$ cat src/rtl/npc_pkg.sv
package npc_pkg;

  localparam int unsigned IW = 16;

  localparam logic [3:0] OP_BRC  = 4'b0000;
  localparam logic [3:0] OP_CALL = 4'b0100;
  localparam logic [3:0] OP_JREG = 4'b1100;
  localparam logic [3:0] OP_SVC  = 4'b1111;

  typedef enum logic [1:0] {
    SEL_INC = 2'd0,
    SEL_TGT = 2'd1,
    SEL_VEC = 2'd2
  } npc_sel_e;

  typedef enum logic {
    ST_IDLE = 1'b0,
    ST_VEC  = 1'b1
  } npc_state_e;

endpackage

$ cat src/rtl/npc_rst_sync.sv
module npc_rst_sync #(
  parameter int unsigned STAGES = 2
) (
  input  logic clk,
  input  logic rst_n,
  output logic rst_sn
);

  logic [STAGES-1:0] chain_q;

  always_ff @(posedge clk or negedge rst_n) begin
    if (!rst_n) begin
      chain_q <= '0;
    end else begin
      chain_q <= {chain_q[STAGES-2:0], 1'b1};
    end
  end

  assign rst_sn = chain_q[STAGES-1];

endmodule

$ cat src/rtl/npc_cond.sv
module npc_cond (
  input  logic [2:0] mask,
  input  logic [2:0] cc,
  output logic       take
);

  logic [2:0] hit;

  for (genvar i = 0; i < 3; i++) begin : g_hit
    assign hit[i] = mask[i] & cc[i];
  end

  assign take = |hit;

endmodule

$ cat src/rtl/npc_target.sv
module npc_target
  import npc_pkg::*;
#(
  parameter int unsigned XLEN = 16
) (
  input  logic [IW-1:0]   ins,
  input  logic [XLEN-1:0] pc_inc,
  input  logic [XLEN-1:0] base_val,
  input  logic [2:0]      cc,
  output npc_sel_e        sel,
  output logic [XLEN-1:0] tgt,
  output logic            link_req,
  output logic [XLEN-1:0] svc_addr
);

  localparam int unsigned OFS_S = 9;
  localparam int unsigned OFS_L = 11;
  localparam int unsigned VECW  = 8;

  logic [3:0]      op;
  logic            take;
  logic [XLEN-1:0] ofs_s_x;
  logic [XLEN-1:0] ofs_l_x;
  logic [XLEN-1:0] rel_s;
  logic [XLEN-1:0] rel_l;

  assign op = ins[15:12];

  npc_cond u_cond (
    .mask (ins[11:9]),
    .cc   (cc),
    .take (take)
  );

  assign ofs_s_x  = {{(XLEN-OFS_S){ins[OFS_S-1]}}, ins[OFS_S-1:0]};
  assign ofs_l_x  = {{(XLEN-OFS_L){ins[OFS_L-1]}}, ins[OFS_L-1:0]};
  assign rel_s    = pc_inc + ofs_s_x;
  assign rel_l    = pc_inc + ofs_l_x;
  assign svc_addr = {{(XLEN-VECW){1'b0}}, ins[VECW-1:0]};

  always_comb begin
    sel      = SEL_INC;
    tgt      = rel_s;
    link_req = 1'b0;
    unique case (op)
      OP_BRC: begin
        tgt = rel_s;
        sel = take ? SEL_TGT : SEL_INC;
      end
      OP_JREG: begin
        tgt = base_val;
        sel = SEL_TGT;
      end
      OP_CALL: begin
        tgt      = ins[11] ? rel_l : base_val;
        sel      = SEL_TGT;
        link_req = 1'b1;
      end
      OP_SVC: begin
        sel = SEL_VEC;
      end
      default: begin
        sel = SEL_INC;
      end
    endcase
  end

endmodule

$ cat src/rtl/npc_seq.sv
module npc_seq
  import npc_pkg::*;
#(
  parameter int unsigned XLEN = 16
) (
  input  logic            clk,
  input  logic            rst_sn,
  input  logic            ins_vld,
  input  npc_sel_e        sel,
  input  logic [XLEN-1:0] tgt,
  input  logic            link_req,
  input  logic [XLEN-1:0] svc_addr,
  input  logic [XLEN-1:0] pc_inc,
  input  logic [XLEN-1:0] vec_rdata,
  output logic            busy,
  output logic [XLEN-1:0] npc,
  output logic            npc_vld,
  output logic            link_we,
  output logic [XLEN-1:0] link_data,
  output logic            vec_re,
  output logic [XLEN-1:0] vec_addr
);

  npc_state_e      state_q, state_d;
  logic [XLEN-1:0] npc_q, npc_d;
  logic [XLEN-1:0] link_q, link_d;
  logic [XLEN-1:0] hold_q, hold_d;
  logic [XLEN-1:0] vaddr_q, vaddr_d;
  logic            vld_q, vld_d;
  logic            lwe_q, lwe_d;
  logic            vre_q, vre_d;
  logic            accept;
  logic            res_en;
  logic            vec_en;

  assign accept = ins_vld && (state_q == ST_IDLE);

  always_comb begin
    state_d = state_q;
    npc_d   = npc_q;
    link_d  = link_q;
    hold_d  = hold_q;
    vaddr_d = vaddr_q;
    vld_d   = 1'b0;
    lwe_d   = 1'b0;
    vre_d   = 1'b0;
    res_en  = 1'b0;
    vec_en  = 1'b0;
    unique case (state_q)
      ST_IDLE: begin
        if (accept) begin
          if (sel == SEL_VEC) begin
            state_d = ST_VEC;
            vre_d   = 1'b1;
            vaddr_d = svc_addr;
            hold_d  = pc_inc;
            vec_en  = 1'b1;
          end else begin
            vld_d  = 1'b1;
            lwe_d  = link_req;
            npc_d  = (sel == SEL_TGT) ? tgt : pc_inc;
            link_d = pc_inc;
            res_en = 1'b1;
          end
        end
      end
      ST_VEC: begin
        state_d = ST_IDLE;
        vld_d   = 1'b1;
        lwe_d   = 1'b1;
        npc_d   = vec_rdata;
        link_d  = hold_q;
        res_en  = 1'b1;
      end
      default: begin
        state_d = ST_IDLE;
      end
    endcase
  end

  always_ff @(posedge clk or negedge rst_sn) begin
    if (!rst_sn) begin
      state_q <= ST_IDLE;
      vld_q   <= 1'b0;
      lwe_q   <= 1'b0;
      vre_q   <= 1'b0;
    end else begin
      state_q <= state_d;
      vld_q   <= vld_d;
      lwe_q   <= lwe_d;
      vre_q   <= vre_d;
    end
  end

  always_ff @(posedge clk or negedge rst_sn) begin
    if (!rst_sn) begin
      npc_q  <= '0;
      link_q <= '0;
    end else if (res_en) begin
      npc_q  <= npc_d;
      link_q <= link_d;
    end
  end

  always_ff @(posedge clk or negedge rst_sn) begin
    if (!rst_sn) begin
      hold_q  <= '0;
      vaddr_q <= '0;
    end else if (vec_en) begin
      hold_q  <= hold_d;
      vaddr_q <= vaddr_d;
    end
  end

  assign busy      = (state_q == ST_VEC);
  assign npc       = npc_q;
  assign npc_vld   = vld_q;
  assign link_we   = lwe_q;
  assign link_data = link_q;
  assign vec_re    = vre_q;
  assign vec_addr  = vaddr_q;

endmodule

$ cat src/rtl/npc_unit.sv
module npc_unit
  import npc_pkg::*;
#(
  parameter int unsigned XLEN = 16
) (
  input  logic            clk,
  input  logic            rst_n,
  input  logic            ins_vld,
  input  logic [15:0]     ins,
  input  logic [XLEN-1:0] pc_inc,
  input  logic [XLEN-1:0] base_val,
  input  logic [2:0]      cc,
  input  logic [XLEN-1:0] vec_rdata,
  output logic            busy,
  output logic [XLEN-1:0] npc,
  output logic            npc_vld,
  output logic            link_we,
  output logic [XLEN-1:0] link_data,
  output logic            vec_re,
  output logic [XLEN-1:0] vec_addr
);

  logic            rst_sn;
  npc_sel_e        sel;
  logic [XLEN-1:0] tgt;
  logic            link_req;
  logic [XLEN-1:0] svc_addr;

  npc_rst_sync #(.STAGES(2)) u_rst (
    .clk    (clk),
    .rst_n  (rst_n),
    .rst_sn (rst_sn)
  );

  npc_target #(.XLEN(XLEN)) u_tgt (
    .ins      (ins),
    .pc_inc   (pc_inc),
    .base_val (base_val),
    .cc       (cc),
    .sel      (sel),
    .tgt      (tgt),
    .link_req (link_req),
    .svc_addr (svc_addr)
  );

  npc_seq #(.XLEN(XLEN)) u_seq (
    .clk       (clk),
    .rst_sn    (rst_sn),
    .ins_vld   (ins_vld),
    .sel       (sel),
    .tgt       (tgt),
    .link_req  (link_req),
    .svc_addr  (svc_addr),
    .pc_inc    (pc_inc),
    .vec_rdata (vec_rdata),
    .busy      (busy),
    .npc       (npc),
    .npc_vld   (npc_vld),
    .link_we   (link_we),
    .link_data (link_data),
    .vec_re    (vec_re),
    .vec_addr  (vec_addr)
  );

endmodule

$ cat config.mk
export PLATFORM = sky130hd
export DESIGN_NAME = npc_unit
export DESIGN_NICKNAME = d
export VERILOG_FILES = /design/src/rtl/npc_pkg.sv /design/src/rtl/npc_rst_sync.sv /design/src/rtl/npc_cond.sv /design/src/rtl/npc_target.sv /design/src/rtl/npc_seq.sv /design/src/rtl/npc_unit.sv
export SDC_FILE = /design/constraint.sdc
export NUM_CORES = 1
export LEC_CHECK = 0
export BUFFER_PORTS_ARGS = -buffer_cell sky130_fd_sc_hd__buf_2
export CAP_MARGIN = 20
export CORE_ASPECT_RATIO = 2
export CORE_UTILIZATION = 49
export CTS_CLUSTER_SIZE = 14
export DETAILED_ROUTE_END_ITERATION = 7
export MAX_ROUTING_LAYER = met4
export PLACE_DENSITY = 0.73
export REMOVE_ABC_BUFFERS = 1
export SLEW_MARGIN = 5
export SYNTH_ARGS = -nofsm -noshare
export SYNTH_HDL_FRONTEND = slang
export SYNTH_SLANG_ARGS = --single-unit
export TNS_END_PERCENT = 1
$ cat constraint.sdc
create_clock -name clk -period 4.5 [get_ports clk]
set_clock_uncertainty 0.1 [all_clocks]
set_input_delay 0.45 -clock clk [delete_from_list [all_inputs] [get_ports clk]]
set_output_delay 0.45 -clock clk [all_outputs]
set_load 0.005 [all_outputs]
==> impl_metrics.py <==
metrics = {
    "detailed_routing": {
        "route.vias.total": 3900,
        "dr.pass1.iters": 5,
        "viasPerCell": 5.954,
        "totalWireLength_um": 12290,
        "postRouteAntennaNets": 0,
        "drtIter0Drc": 170,
        "drcViolationCount": 0,
        "wl_per_cell_um": 18.76,
    },
    "clock_network": {
        "clock_sinks": 61,
        "cts_root_buf": "clkbuf_16",
        "tritoncts": "done",
        "cts_buffer_depth": 2,
        "clk_pin_slew_ps": 50,
        "htree_levels": 3,
        "clkLatencyLatePin_ps": 330,
        "cts_buffers": 9,
        "post_cts_buffers": 0,
    },
    "die": {
        "rows": 46,
        "ios": 122,
        "die_x_um": 66.53,
        "initial_core_util_pct": 51.00,
        "die_area_um2": 8718,
        "core_area_um2": 8000,
        "die_h_um": 131.1,
    },
    "logic_synthesis": {
        "synthArstFlopShare_pct": 100.0,
        "syn_area_um2": 4080,
        "yosys_warnings": 0,
        "ys_seq_area_share_pct": 37.41,
        "synth_cell_type_count": 52,
        "synth_seq_cells": 61,
        "synth-main-ff-cell": "dfrtp_1",
        "synth_enable_flop_cells": 0,
        "netlist_top_cells_area": "dfrtp_1 37%, mux2_2 6.6%, ha_1 6.4%",
        "synthesis.area_per_instance_um2": 9.108,
        "synth_top_area_share_pct": 37.41,
        "synth_area_leader_cell": "dfrtp_1",
        "syn_inst": 448,
    },
    "grt": {
        "grt_max_degree": 60,
        "grt_pass1_vias": 3961,
        "antenna_found_initial": 0,
        "track_usage_pct": 30.98,
        "grt_pass1_wl_um": 19180,
        "grt_overflow": 0,
    },
    "timing": {
        "relSlewSlack_pct": 24.06,
        "rsz0062_at_grt": "no",
        "slew_violations": 0,
        "period_needed_ps": 2757,
        "tightest_slew_ps": 1134,
        "timing.fmax_mhz": 362.7,
        "setup-tns-final_ps": 0,
        "post-route-period-util_pct": 61.27,
        "hold_violations": 0,
        "setup_viol": 0,
    },
    "power": {
        "vdd_drop_max_mv": 0.2762,
        "p_leak_nw": 2.326,
        "power_density_nw_per_um2": 367.4,
    },
    "worst_hold_path": {
        "min_path_type": "in2reg",
    },
    "critical_path": {
        "critPathKind": "in2reg",
        "cpPeakStageDelay_ps": 450,
        "crit_slowest_cell": "fa_1",
        "critical_path_required_ps": 4610,
        "cp-start-kind": "input port",
        "critPathTopFamily": "compound AO/OA/AOI/OAI gates",
        "cp.arrival_ps": 2870,
        "path_cells": "buf_2 > ha_1 > fa_1 > a211oi_2 > o21ai_1 > a221oi_1 > o21ai_0 > xnor2_1 > o221ai_1 > a22o_1",
        "cp-end-kind": "register",
        "critPathMaxFanout": 4,
        "crit_buf_inv": 1,
    },
    "placement": {
        "placed_cell_area_um2": 4677,
        "gp_congestion": 0.9543,
        "dpl.hpwl_um": 9189,
        "port_buffers": 113,
        "dp_cells": 638,
    },
    "final_layout": {
        "fin_cells": 655,
        "final_cell_area_um2": 4982,
        "nNetsFinal": 646,
        "nFillCells": 692,
        "area_delta_synth_final_pct": 22.11,
        "antenna_cells": 0,
        "drive_gt1_share_pct": 29.70,
    },
    "status": {
        "outcome": "complete, no violations",
    },
    "run": {
        "max_cap_viol_count": 0,
    },
}
final timing paths:
path / startpoint / endpoint / slack [ps] / cells after the start
worst min register to register: u_rst.chain_q[0]$_DFF_PN0_ / u_rst.chain_q[1]$_DFF_PN0_ / 260 / 0
max in group asynchronous: u_rst.chain_q[1]$_DFF_PN0_ / u_seq.busy$_DFF_PN0_ / 3430 / 1
worst max register to register: u_seq.busy$_DFF_PN0_ / u_seq.npc[11]$_DFFE_PN0P_ / 2440 / 5
min in group asynchronous: u_rst.chain_q[1]$_DFF_PN0_ / u_seq.hold_q[0]$_DFFE_PN0P_ / 310 / 1
worst min-delay path: vec_rdata[4] / u_seq.npc[4]$_DFFE_PN0P_ / 230 / 3
worst max-delay path: pc_inc[0] / u_seq.npc[12]$_DFFE_PN0P_ / 1740 / 10
cell usage in the layout, fill, tap and decap left out, types with 6 or more instances in the layout:
cell type | Yosys | layout
nor3_1 | 10 | 10
nand2b_1 | 6 | 6
xnor2_1 | 13 | 13
a211oi_1 | 8 | 8
clkbuf_16 | 0 | 9
mux2_2 | 24 | 24
buf_2 | 6 | 113
o21ai_0 | 47 | 47
mux2i_1 | 22 | 22
nand2_1 | 51 | 51
dfrtp_1 | 61 | 59
a21oi_1 | 36 | 36
ha_1 | 21 | 21
nor2_1 | 33 | 33
inv_1 | 6 | 6
conb_1 | 2 | 9
report_power, final:
part	switching, mW	total, mW	leakage (nW)	internal [mW]
clock	0.241	0.684	0.147	0.442
sequential	0.0504	0.692	0.732	0.642
combinational	0.240	0.454	1.45	0.214
total	0.532	1.83	2.33	1.30
synth_stat cells (all sizes together), types with 2 or more instances:
library cell,instances
conb,2
a21o,4
a221oi,5
o221ai,2
o21ai,49
a31o,2
and3,3
or2,2
ha,21
a21oi,37
nor3,10
a22oi,4
mux2i,22
o21a,4
nor2b,2
o211ai,3
nand2,51
nand3,4
nand4,4
and2,3
a221o,4
o211a,2
o311ai,2
nor3b,5
inv,6
buf,17
nand2b,6
xnor2,13
a211oi,9
xor2,4
a31oi,2
dfrtp,61
mux2,24
nor2,33
a22o,3
clkbuf,14
logic make-up (layout without fill, tap and decap cells):
kind of cell | count (synthesis) | count (layout) | share of synthesized area [%]
and+or+nand+nor | 124 | 124 | 13.71
other | 2 | 9 | 0.1841
AOI/OAI and AO/OA | 139 | 139 | 21.59
adders and majority gates | 22 | 22 | 6.930
muxes | 46 | 46 | 12.02
buffers and inverters | 37 | 141 | 4.508
xor gates and xnor gates | 17 | 17 | 3.649
DFF | 61 | 61 | 37.41
state kept, by name, summed over array words and instances, names as in the netlist:
| name | cells |
|---|---|
| u_seq.link_we | 1 |
| u_seq.npc | 16 |
| u_seq.npc_vld | 1 |
| u_seq.busy | 1 |
| u_rst.chain_q | 2 |
| u_seq.link_data | 16 |
| u_seq.hold_q | 16 |
| u_seq.vec_addr | 8 |
per-layer routing:
metal  up-vias  global-route usage [%]  wire length, um
li1       1831                       -                -
met1      1883                   30.09             4345
met2       142                   55.46             6765
met3        44                   5.277              553
met4         0                   19.15              620
met5         -                       -                0
timing repair:
| action | in CTS | in global routing |
|---|---|---|
| endpoints found under the hold margin | 2 | 0 |
| hold buffers | 1 | 0 |
| resized for setup | 0 | 0 |
final cells by class:
type / count / area, um2 / area share (%)
well taps: 96 / 120.1 / 2.411
multi-input cells: 357 / 2402 / 48.22
flip-flops and latches: 61 / 1529 / 30.69
clock buffers: 12 / 246.5 / 4.947
inverters: 6 / 22.52 / 0.4520
clock inverters: 4 / 48.80 / 0.9794
repair buffers: 119 / 613.1 / 12.31
metrics by stage:
step                      hold slack (ps)  total power, mW  util (%)  setup WS (ps)
after floorplan                     54.41           0.9661         -           1698
after global placement              134.2            1.139     58.46           1504
after detailed placement            135.1            1.152     58.46           1412
after CTS                           215.4            1.844     62.28           1756
after global routing                237.8            1.922     62.28           1551
final                               226.5            1.831     62.28           1743
worst register-to-register path: stages (launching register included):
cell and delay (ps):
dfrtp_2 750, buf_4 450, nor2b_1 210, o21ai_0 80, a221oi_1 270, nor2_1 70
No activity file was read; power rests on OpenSTA's default activity.
